`config.mk`:
```
export PLATFORM = sky130hd
export DESIGN_NAME = ea_decoder
export DESIGN_NICKNAME = d
export VERILOG_FILES = /design/src/rtl/ea_decoder_pkg.sv /design/src/rtl/ea_decoder_ctrl.sv /design/src/rtl/ea_decoder_dp.sv /design/src/rtl/ea_decoder.sv
export SDC_FILE = /design/constraint.sdc
export NUM_CORES = 1
export LEC_CHECK = 0
export ABC_CLOCK_PERIOD_IN_PS = 4600
export BUFFER_PORTS_ARGS = -buffer_cell sky130_fd_sc_hd__buf_2
export CORE_MARGIN = 5
export CORE_UTILIZATION = 50
export CTS_CLUSTER_DIAMETER = 50
export DETAILED_ROUTE_END_ITERATION = 6
export PLACE_DENSITY = 0.72
export SLEW_MARGIN = 20
export SYNTH_ARGS = -nofsm -noshare
export SYNTH_HDL_FRONTEND = slang
export SYNTH_SLANG_ARGS = --single-unit
```
`constraint.sdc`:
```
create_clock -name clk -period 4.6 [get_ports clk]
set_input_delay 0.23 -clock clk [delete_from_list [all_inputs] [get_ports clk]]
set_output_delay 0.23 -clock clk [all_outputs]
set_load 0.02 [all_outputs]
```
`src/rtl/ea_decoder_pkg.sv`:
```
package ea_decoder_pkg;
  localparam int BYTE_W = 8;
  localparam int RNUM_W = 3;
  localparam int SEG_W  = 3;
  localparam int LEN_W  = 3;
  localparam int DCNT_W = 3;

  localparam logic [SEG_W-1:0] SEG_SS = 3'd2;
  localparam logic [SEG_W-1:0] SEG_DS = 3'd3;

  localparam logic [RNUM_W-1:0] RN_BX = 3'd3;
  localparam logic [RNUM_W-1:0] RN_SP = 3'd4;
  localparam logic [RNUM_W-1:0] RN_BP = 3'd5;
  localparam logic [RNUM_W-1:0] RN_SI = 3'd6;
  localparam logic [RNUM_W-1:0] RN_DI = 3'd7;

  typedef enum logic [2:0] {
    ST_IDLE, ST_MODRM, ST_PLAN, ST_SIB, ST_DISP, ST_BASE, ST_INDEX, ST_FINISH
  } decState_t;

  typedef struct packed {
    logic clear;
    logic ldModrm;
    logic ldSib;
    logic ldDisp;
    logic addBase;
    logic addIndex;
  } decStrobe_t;
endpackage

```
`src/rtl/ea_decoder_ctrl.sv`:
```
module ea_decoder_ctrl
  import ea_decoder_pkg::*;
(
  input  logic       clk,
  input  logic       rst_n,
  input  logic       start,
  input  logic       byteValid,
  input  logic [1:0] modField,
  input  logic [2:0] rmField,
  input  logic       modeAddr32,
  input  logic       dispDone,
  output decStrobe_t stb,
  output logic       byteReq,
  output logic       done
);
  decState_t state, nextState;

  always_ff @(posedge clk or negedge rst_n) begin
    if (!rst_n) state <= ST_IDLE;
    else        state <= nextState;
  end

  always_comb begin
    nextState = state;
    stb       = '0;
    byteReq   = 1'b0;
    unique case (state)
      ST_IDLE: if (start) begin
        stb.clear = 1'b1;
        nextState = ST_MODRM;
      end
      ST_MODRM: begin
        byteReq = 1'b1;
        if (byteValid) begin
          stb.ldModrm = 1'b1;
          nextState   = ST_PLAN;
        end
      end
      ST_PLAN: begin
        if (modField == 2'd3)                    nextState = ST_FINISH;
        else if (modeAddr32 && rmField == RN_SP) nextState = ST_SIB;
        else                                     nextState = ST_DISP;
      end
      ST_SIB: begin
        byteReq = 1'b1;
        if (byteValid) begin
          stb.ldSib = 1'b1;
          nextState = ST_DISP;
        end
      end
      ST_DISP: begin
        if (dispDone) nextState = ST_BASE;
        else begin
          byteReq = 1'b1;
          if (byteValid) stb.ldDisp = 1'b1;
        end
      end
      ST_BASE: begin
        stb.addBase = 1'b1;
        nextState   = ST_INDEX;
      end
      ST_INDEX: begin
        stb.addIndex = 1'b1;
        nextState    = ST_FINISH;
      end
      ST_FINISH: nextState = ST_IDLE;
      default:   nextState = ST_IDLE;
    endcase
  end

  assign done = (state == ST_FINISH);

  // A pending request stays up until a byte is delivered
  assert_req_hold_R11: assert property (@(posedge clk) disable iff (!rst_n)
    byteReq && !byteValid |=> byteReq);

  // The result strobe lasts a single cycle
  assert_done_pulse_R11: assert property (@(posedge clk) disable iff (!rst_n)
    done |=> !done);
endmodule

```
`src/rtl/ea_decoder_dp.sv`:
```
module ea_decoder_dp
  import ea_decoder_pkg::*;
#(
  parameter int ADDR_W = 32
)(
  input  logic                clk,
  input  logic                rst_n,
  input  decStrobe_t          stb,
  input  logic                done,
  input  logic                addr32,
  input  logic                segOvrValid,
  input  logic [SEG_W-1:0]    segOvrSel,
  input  logic                byteOp,
  input  logic [BYTE_W-1:0]   byteData,
  input  logic [ADDR_W-1:0]   regRdData,
  output logic [RNUM_W-1:0]   regRdIdx,
  output logic [1:0]          modField,
  output logic [2:0]          rmField,
  output logic                modeAddr32,
  output logic                dispDone,
  output logic [RNUM_W-1:0]   regField,
  output logic                regHigh,
  output logic                isMem,
  output logic [RNUM_W-1:0]   rmReg,
  output logic                rmHigh,
  output logic [ADDR_W-1:0]   effAddr,
  output logic [SEG_W-1:0]    segSel,
  output logic [LEN_W-1:0]    length
);
  localparam int HALF_W = ADDR_W / 2;

  logic                cfgAddr32, cfgOvr, cfgByteOp;
  logic [SEG_W-1:0]    cfgOvrSel;
  logic [BYTE_W-1:0]   modrm, sib;
  logic [ADDR_W-1:0]   dispRaw, acc;
  logic [DCNT_W-1:0]   dispCnt, dispLen;
  logic [LEN_W-1:0]    lenCnt;

  always_ff @(posedge clk or negedge rst_n) begin
    if (!rst_n) begin
      cfgAddr32 <= 1'b0;
      cfgOvr    <= 1'b0;
      cfgOvrSel <= '0;
      cfgByteOp <= 1'b0;
      modrm     <= '0;
      sib       <= '0;
      dispRaw   <= '0;
      dispCnt   <= '0;
      acc       <= '0;
      lenCnt    <= '0;
    end else begin
      if (stb.clear) begin
        cfgAddr32 <= addr32;
        cfgOvr    <= segOvrValid;
        cfgOvrSel <= segOvrSel;
        cfgByteOp <= byteOp;
        modrm     <= '0;
        sib       <= '0;
        dispRaw   <= '0;
        dispCnt   <= '0;
        acc       <= '0;
        lenCnt    <= '0;
      end
      if (stb.ldModrm) begin
        modrm  <= byteData;
        lenCnt <= lenCnt + 1'b1;
      end
      if (stb.ldSib) begin
        sib    <= byteData;
        lenCnt <= lenCnt + 1'b1;
      end
      if (stb.ldDisp) begin
        dispRaw[{dispCnt[1:0], 3'b000} +: BYTE_W] <= byteData;
        dispCnt <= dispCnt + 1'b1;
        lenCnt  <= lenCnt + 1'b1;
      end
      if (stb.addBase)  acc <= dispExt + (baseEn ? opnd : '0);
      if (stb.addIndex) acc <= acc + (idxEn ? (opnd << scaleSh) : '0);
    end
  end

  // Field decode from the latched bytes
  logic       hasSib, noBase32, baseEn, idxEn;
  logic [RNUM_W-1:0] baseReg, idxReg;
  logic [1:0] scaleSh;
  logic [ADDR_W-1:0] dispExt, opnd;

  assign modField   = modrm[7:6];
  assign rmField    = modrm[2:0];
  assign modeAddr32 = cfgAddr32;
  assign isMem      = (modField != 2'd3);
  assign hasSib     = cfgAddr32 && isMem && (rmField == RN_SP);
  assign noBase32   = (modField == 2'd0) &&
                      (hasSib ? (sib[2:0] == RN_BP) : (rmField == RN_BP));

  always_comb begin
    dispLen = '0;
    if (modField == 2'd1)      dispLen = 3'd1;
    else if (modField == 2'd2) dispLen = cfgAddr32 ? 3'd4 : 3'd2;
    else if (modField == 2'd0) begin
      if (cfgAddr32 && noBase32)                dispLen = 3'd4;
      else if (!cfgAddr32 && rmField == RN_SI)  dispLen = 3'd2;
    end
  end

  assign dispDone = (dispCnt == dispLen);

  always_comb begin
    unique case (dispLen)
      3'd1:    dispExt = {{(ADDR_W-8){dispRaw[7]}}, dispRaw[7:0]};
      3'd2:    dispExt = {{(ADDR_W-16){dispRaw[15]}}, dispRaw[15:0]};
      3'd4:    dispExt = dispRaw;
      default: dispExt = '0;
    endcase
  end

  always_comb begin
    baseEn  = 1'b0;
    idxEn   = 1'b0;
    baseReg = '0;
    idxReg  = '0;
    scaleSh = 2'd0;
    if (cfgAddr32) begin
      baseEn  = !noBase32;
      baseReg = hasSib ? sib[2:0] : rmField;
      idxEn   = hasSib && (sib[5:3] != RN_SP);
      idxReg  = sib[5:3];
      scaleSh = sib[7:6];
    end else begin
      unique case (rmField)
        3'd0: begin baseEn = 1'b1; baseReg = RN_BX; idxEn = 1'b1; idxReg = RN_SI; end
        3'd1: begin baseEn = 1'b1; baseReg = RN_BX; idxEn = 1'b1; idxReg = RN_DI; end
        3'd2: begin baseEn = 1'b1; baseReg = RN_BP; idxEn = 1'b1; idxReg = RN_SI; end
        3'd3: begin baseEn = 1'b1; baseReg = RN_BP; idxEn = 1'b1; idxReg = RN_DI; end
        3'd4: begin baseEn = 1'b1; baseReg = RN_SI; end
        3'd5: begin baseEn = 1'b1; baseReg = RN_DI; end
        3'd6: begin baseEn = (modField != 2'd0); baseReg = RN_BP; end
        default: begin baseEn = 1'b1; baseReg = RN_BX; end
      endcase
    end
  end

  assign regRdIdx = stb.addIndex ? idxReg : baseReg;
  assign opnd     = cfgAddr32 ? regRdData : {{HALF_W{1'b0}}, regRdData[HALF_W-1:0]};

  // Outputs
  logic defaultSs;
  assign defaultSs = baseEn && ((baseReg == RN_BP) || (cfgAddr32 && baseReg == RN_SP));
  assign segSel    = cfgOvr ? cfgOvrSel : ((isMem && defaultSs) ? SEG_SS : SEG_DS);
  assign effAddr   = cfgAddr32 ? acc : {{HALF_W{1'b0}}, acc[HALF_W-1:0]};
  assign regField  = cfgByteOp ? {1'b0, modrm[4:3]} : modrm[5:3];
  assign regHigh   = cfgByteOp && modrm[5];
  assign rmReg     = (cfgByteOp && !isMem) ? {1'b0, modrm[1:0]} : modrm[2:0];
  assign rmHigh    = cfgByteOp && !isMem && modrm[2];
  assign length    = lenCnt;

  // Register form consumes only the first byte
  assert_reg_form_len_R1: assert property (@(posedge clk) disable iff (!rst_n)
    done && !isMem |-> length == 3'd1);

  // Scale-index-base form always consumes at least two bytes
  assert_sib_len_R3: assert property (@(posedge clk) disable iff (!rst_n)
    done && hasSib |-> length >= 3'd2);

  // Displacement collection finished exactly at its encoded size
  assert_disp_count_R6: assert property (@(posedge clk) disable iff (!rst_n)
    done |-> dispCnt == dispLen);

  // Consumed length stays within 1..6
  assert_len_range_R11: assert property (@(posedge clk) disable iff (!rst_n)
    done |-> (length >= 3'd1) && (length <= 3'd6));
endmodule

```
`src/rtl/ea_decoder.sv`:
```
module ea_decoder
  import ea_decoder_pkg::*;
#(
  parameter int ADDR_W = 32
)(
  input  logic                clk,
  input  logic                rst_n,
  input  logic                start,
  input  logic                addr32,
  input  logic                segOvrValid,
  input  logic [SEG_W-1:0]    segOvrSel,
  input  logic                byteOp,
  input  logic                byteValid,
  input  logic [BYTE_W-1:0]   byteData,
  output logic                byteReq,
  output logic [RNUM_W-1:0]   regRdIdx,
  input  logic [ADDR_W-1:0]   regRdData,
  output logic                done,
  output logic [RNUM_W-1:0]   regField,
  output logic                regHigh,
  output logic                isMem,
  output logic [RNUM_W-1:0]   rmReg,
  output logic                rmHigh,
  output logic [ADDR_W-1:0]   effAddr,
  output logic [SEG_W-1:0]    segSel,
  output logic [LEN_W-1:0]    length
);
  decStrobe_t stb;
  logic [1:0] modField;
  logic [2:0] rmField;
  logic       modeAddr32, dispDone;

  ea_decoder_ctrl i_ctrl (
    .clk(clk), .rst_n(rst_n), .start(start), .byteValid(byteValid),
    .modField(modField), .rmField(rmField), .modeAddr32(modeAddr32),
    .dispDone(dispDone), .stb(stb), .byteReq(byteReq), .done(done)
  );

  ea_decoder_dp #(.ADDR_W(ADDR_W)) i_dp (
    .clk(clk), .rst_n(rst_n), .stb(stb), .done(done), .addr32(addr32),
    .segOvrValid(segOvrValid), .segOvrSel(segOvrSel), .byteOp(byteOp),
    .byteData(byteData), .regRdData(regRdData), .regRdIdx(regRdIdx),
    .modField(modField), .rmField(rmField), .modeAddr32(modeAddr32),
    .dispDone(dispDone), .regField(regField), .regHigh(regHigh),
    .isMem(isMem), .rmReg(rmReg), .rmHigh(rmHigh), .effAddr(effAddr),
    .segSel(segSel), .length(length)
  );
endmodule

```
After elaboration in Yosys (flattened, before gate mapping). Cells that the tools add are included.

Add/sub/neg operators: 5. Equality and inequality tests: 29. Shift-type cells: 3. Muxes and demuxes: 59. Reductions and logical operators: 32.

Operator list (number): two-way mux 32 bit (9); case mux 32 bit (3 select lines) (1); two-way mux 3 bit (23); adder 32 bit (2); equality test 3 bit (second input constant) (11); bitwise mux 32 bit (1); variable shift 8 x 7 -> 32 bit (first input constant) (1); indexed part select 8 x 7 -> 32 bit (1); << shifter 32 x 2 -> 32 bit (1); two-way mux 8 bit (3); case mux 3 bit (8 select lines) (1); two-way mux 1 bit (16); equality test 3 x 2 -> 1 bit (second input constant) (5); logical AND 1 bit (13); != test 2 bit (second input constant) (5); equality test 3 x 1 -> 1 bit (second input constant) (3); case mux 3 bit (3 select lines) (1); nonzero test 2 bit (4); negation 5 -> 7 bit (1); adder 3 x 1 -> 3 bit (second input constant) (2); zero test 3 bit (2); case mux 3 bit (2 select lines) (1); OR reduction 2 bit (3); equality test 2 bit (second input constant) (2); 13 further kinds (16).

Bits in registers: 95. Bits of input ports: 50. Output and inout bits: 52. Word-level logic and storage cells: 139.

Depth between registers and ports, before layout.
Depth after elaboration: 15. Gate-level depth with buffers: 21. Gate-level depth less buffers: 19.

Hierarchy. A second synthesis with hierarchy kept.

Cell total of the unflattened synthesis: 1051. Area total of the unflattened synthesis: 8974.9 µm².

Modules (own cells, without submodules): ea_decoder_dp (times used 1, cells an instance 1020, area each 8704.6 µm², seq. area each 2302.2 µm²); ea_decoder_ctrl (times used 1, cells an instance 31, area each 270.3 µm², seq. area each 75.1 µm²).

Least setup slack after synthesis. OpenSTA, ideal clock, no wires.

Path type: reg-to-reg. From: register i_dp.cfgAddr32, in the netlist i_dp.modeAddr32. To: register i_dp.acc[31]. Library setup time: 0.070 ns. Arrival time: 4.262 ns. Required time: 4.530 ns. Path slack: 0.268 ns. Stages on the path, launching flop included: 16. Buffers on the path: 3. Period minus slack after synthesis: 4.332 ns. Cell sequence: dfrtp_1 > and2_1 > clkbuf_1 > clkbuf_1 > mux4_2 > nor2b_1 > ha_1 > buf_2 > nand4_1 > nor3b_1 > a211oi_2 > o41a_1 > o2111a_1 > or3_1 > a211oi_1 > nand3b_1.

Word-level cells in the longest chain between the ends: 14. Elaborated cells on any way between the ends: 30. Those cells by class: add/sub (2); eq/ne (3); shift (1); mux (16); reduce/logical (8).

RTL lines: from (decl) (line ea_decoder_dp.sv:32) `logic cfgAddr32, cfgOvr, cfgByteOp;`; from (signal assigned) (line ea_decoder_dp.sv:53) `cfgAddr32 <= addr32;`; logical AND 1 bit (2 in a row) (line ea_decoder_dp.sv:92) `assign hasSib = cfgAddr32 && isMem && (rmField == RN_SP);`; two-way mux 1 bit (line ea_decoder_dp.sv:94) `(hasSib ? (sib[2:0] == RN_BP) : (rmField == RN_BP));`; logical AND 1 bit (line ea_decoder_dp.sv:93) `assign noBase32 = (modField == 2'd0) &&`; logical AND 1 bit (line ea_decoder_dp.sv:101) `if (cfgAddr32 && noBase32) dispLen = 3'd4;`; two-way mux 3 bit (line ea_decoder_dp.sv:101); two-way mux 3 bit (line ea_decoder_dp.sv:100) `else if (modField == 2'd0) begin`; two-way mux 3 bit (line ea_decoder_dp.sv:99) `else if (modField == 2'd2) dispLen = cfgAddr32 ? 3'd4 : 3'd2;`; two-way mux 3 bit (line ea_decoder_dp.sv:98) `if (modField == 2'd1) dispLen = 3'd1;`; equality test 3 bit (tied with other cells) (line ea_decoder_dp.sv:109) `unique case (dispLen)`; case mux 32 bit (3 select lines) (line ea_decoder_dp.sv:109); adder 32 bit (line ea_decoder_dp.sv:77) `if (stb.addBase) acc <= dispExt + (baseEn ? opnd : '0);`; two-way mux 32 bit (line ea_decoder_dp.sv:77); two-way mux 32 bit * (line ea_decoder_dp.sv:78) `if (stb.addIndex) acc <= acc + (idxEn ? (opnd << scaleSh) : '0);`; to (signal assigned) (line ea_decoder_dp.sv:77); to (signal assigned) (line ea_decoder_dp.sv:78); to (decl) (line ea_decoder_dp.sv:35) `logic [ADDR_W-1:0] dispRaw, acc;`.

Every way passes the cells marked *; elsewhere a longest branch is shown, timed or not. A chain may end at the register's enable or synchronous reset.

Final worst setup path.
From: register i_dp.modrm[1]. To: register i_dp.acc[29].

Word-level cells in the longest chain between the ends: 14. Elaborated cells on any way between the ends: 34. Those cells by class: add/sub (2); eq/ne (9); mux (15); reduce/logical (8).

RTL lines: from (decl) (line ea_decoder_dp.sv:34) `logic [BYTE_W-1:0] modrm, sib;`; from (signal assigned) (line ea_decoder_dp.sv:65) `modrm <= byteData;`; equality test 3 bit (line ea_decoder_dp.sv:92); logical AND 1 bit (line ea_decoder_dp.sv:92); two-way mux 1 bit (line ea_decoder_dp.sv:94); logical AND 1 bit (line ea_decoder_dp.sv:93); logical AND 1 bit (line ea_decoder_dp.sv:101); two-way mux 3 bit (line ea_decoder_dp.sv:101); two-way mux 3 bit (line ea_decoder_dp.sv:100); two-way mux 3 bit (line ea_decoder_dp.sv:99); two-way mux 3 bit (line ea_decoder_dp.sv:98); equality test 3 bit (tied with other cells) (line ea_decoder_dp.sv:109); case mux 32 bit (3 select lines) (line ea_decoder_dp.sv:109); adder 32 bit (line ea_decoder_dp.sv:77); two-way mux 32 bit (line ea_decoder_dp.sv:77); two-way mux 32 bit * (line ea_decoder_dp.sv:78).

Marks and branches as above.

==> flow_summary.toml <==
[layout]
syn2layout_area_growth_pct = 10.6
final_util = 0.567
fin_nets = 1340
diodes = 0
n_fill_cell = 1641
layout-drive-gt1-share = 0.157

[status]
failed_checks = "hold timing"
status = "finished with violations"

[clocking]
cts_tree = "built"
postCtsSetupBuffers = 0
cts_root_buffer = "clkbuf_16"
cts_buffers = 9
cts.path.max_buffers = 2
clk_pin_slew_ns = 0.08
clk_latency_ns = 0.37
cts.sink_count = 95
ctsHtreeMaxLevel = 3

[worst_setup_path]
critPathMaxFanout = 4
r2r_start = "i_dp.modrm[1]$_DFFE_PN0P_"
ff2ff_setup_slack_ns = 0.20
path_class = "register to register"
reg2reg_depth = 17
crit_path_end_kind = "register"
slowest_stage = "or3_1"
path_cells = "nor4bb_2, nand2_1, inv_1, nand2_1, o21a_1, or3_1, inv_1, ha_1, a211oi_1, o21bai_1, o31a_4, a211oi_2, o41a_1, nor2_1, or3_1, a32oi_1, o21ai_1"
start_kind = "register"
reg2reg_to = "i_dp.acc[29]$_DFFE_PN0P_"
cp_data_arrival_time_ns = 4.64
cpPeakStageDelay_ns = 0.42
crit_required_ns = 4.84

[die]
die_w_um = 146
core_area_um2 = 18100
start_util = 0.513
die_area_um2 = 21400
rows = 49
io_pins = 102
die_y_um = 146

[global_route]
track_usage = 0.253
grt_pass1_wl_um = 44100
grt_max_degree = 62
gr-total-overflow = 0
grt_pass1_vias = 8269
antenna_found_initial = 0

[sta]
fmax_ghz = 0.227
skew_ns = 0.0134
tightest_slew_ns = 1.04
max_slew_margin = 0.303
maxSlewViolCount = 0
hold_violations = 11
fin_hold_ws_ns = -0.0284
period_share = 0.958
setup_viol = 0
period_needed_ns = 4.40

[logic_synthesis]
syn-num-nets = 1286
synthArstFlopShare = 1.00
synth_edf_count = 0
syn-instance-count = 1166
avgSynthCellArea_um2 = 7.96
synth_flop_cell = "dfrtp_1"
yosys.cell_types.count = 72
seq_area_frac_synth = 0.256
yosysWarnings = 0
ys_ff_latch = 95
synth_area_um2 = 9280

[power_and_ir_drop]
power_density_nw_per_um2 = 620
power.total_uw = 6360
peakVddDrop_mv = 0.409
leakage_uw = 0.00496

[detailed_routing]
vias = 8943
final_antenna_net_count = 0
drtIter0Drc = 921
post_drt_via_cell_ratio = 6.15
wl_per_cell_um = 19.1
wirelength_um = 27800
drt_pass1_iterations = 6
drc = 0

[min_path]
hp-class = "primary input to asynchronous set/reset pin"

[placed_design]
portBuffers = 101
gp_congestion = 0.950
dp_hpwl_um = 20200

[flow_run]
maxCapViolCount = 0
## per-layer routing
metal	GRT usage	up-vias	part of all wire
met5	0	-	0
met4	0.0833	0	0.026
met3	0.0459	58	0.088
met2	0.391	410	0.44
met1	0.358	4158	0.44
li1	-	4317	-
## state kept, by name, indices dropped and copies added (netlist names), 3 cells and up
signal,flops
i_ctrl.state,3
i_dp.length,3
i_dp.acc,32
i_dp.dispCnt,3
i_dp.cfgOvrSel,3
i_dp.modrm,8
i_dp.dispRaw,32
i_dp.sib,8
## area by class of cell
cell class              count  area, um^2  area share
inverters                  31         116      0.0113
well taps                 229         287      0.0279
multi-input cells         956        6430       0.627
clock inverters             6         104      0.0101
clock buffers              10         239      0.0233
repair buffers            127         707      0.0689
flip-flops and latches     95        2380       0.232
## timing repair
item / 4_1_cts / 5_1_grt
resized for setup: 0 / 8
endpoints found under the setup margin: 0 / 12
hold buffers: 0 / 0
## cell families after synthesis
family,count (synthesis),synth area share
compound gates,353,0.250
fa+ha+maj,70,0.0960
xor+xnor,52,0.0491
flops,95,0.256
simple gates,443,0.235
mux,38,0.0583
buf+inv,115,0.0552
## synth_stat cells, types with 4 or more instances
library cell    n  area, um^2
mux2_2         17         191
o221ai_1        7        61.3
buf_1           6        22.5
nor2b_1        25         156
xnor2_1        30         263
o22ai_1         4        25.0
buf_4          21         158
nor3_1         11        55.1
mux4_2         11         248
ha_1           68         851
and3_1         11        68.8
clkbuf_1       56         210
a211oi_1       20         150
nand3b_1        5        37.5
a22oi_1        12        90.1
o21a_1          7        52.6
nand2_1       144         541
xor2_1         22         193
o211ai_1        4        30.0
a21oi_1        63         315
o31a_1          5        43.8
a221oi_1        7        61.3
and2_1         65         407
o21ai_0        43         215
nand3_1        49         245
o21bai_1        6        45.0
a21o_1         49         368
nor2_1         82         308
mux2i_1         9        90.1
dfrtp_1        95        2380
nor3b_1         7        52.6
a31oi_1        24         150
nand2b_1       17         106
nor4_1          4        25.0
o31ai_1         9        67.6
or3_1           5        31.3
a22o_1          9        78.8
inv_1          29         109
o21ai_1        55         275
nand4_1         6        37.5
## how the worst max path moves through the flow
stage,start,to,slack (ns),depth (start not counted)
3_3_place_gp,i_dp.modrm[6]$_DFFE_PN0P_,i_dp.acc[31]$_DFFE_PN0P_,0.27,19
3_5_place_dp,i_dp.modrm[6]$_DFFE_PN0P_,i_dp.acc[31]$_DFFE_PN0P_,0.15,19
5_1_grt,i_dp.modrm[6]$_DFFE_PN0P_,i_dp.acc[29]$_DFFE_PN0P_,-0.001,17
2_1_floorplan,i_dp.modeAddr32$_DFFE_PN0P_,i_dp.acc[31]$_DFFE_PN0P_,0.27,15
4_1_cts,i_dp.modrm[6]$_DFFE_PN0P_,i_dp.acc[31]$_DFFE_PN0P_,0.11,19
6_report,i_dp.modrm[1]$_DFFE_PN0P_,i_dp.acc[29]$_DFFE_PN0P_,0.20,17
## placed cells by master, fill, tap and decap left out, types with 9 or more instances in the layout
master and n:
and2_1 65, and3_1 11, nor2_1 81, nand3_1 48, a31oi_1 24, buf_4 26, a22oi_1 12, a211oi_1 20
o21ai_1 54, dfrtp_1 94, xnor2_1 30, inv_1 29, nand2b_1 17, a21o_1 49, xor2_1 22, nor3_1 10
mux2i_1 9, clkbuf_16 9, a21oi_1 63, o21ai_0 43, a22o_1 9, ha_1 68, nand2_1 143, mux2_2 17
nor2b_1 25, mux4_2 11, buf_2 100
## metrics by stage
stage	TNS [ns]	setup slack [ns]	instances	cell area [um^2]
floorplan	0	0.268	1166	9280
global placement	0	0.275	1438	9880
detailed placement	0	0.154	1438	9880
CTS	0	0.115	1454	10200
global route	-0.00144	-0.00144	1454	10300
finish	0	0.195	1454	10300
## report_power, final
part | internal [uW] | leakage, uW | total (uW) | switching (uW)
Combinational | 1580 | 0.00354 | 4120 | 2540
Clock | 502 | 0.000164 | 890 | 388
Sequential | 1100 | 0.00126 | 1350 | 256
Total | 3180 | 0.00496 | 6360 | 3180
## critical path, delay by kind of cell (launching register included)
family	cells	cell delay, ns
compound gates	8	1.97
fa+ha+maj	1	0.23
buf+inv	2	0.17
flops	1	0.40
simple gates	6	1.51
(Power assumes the default switching activity.)
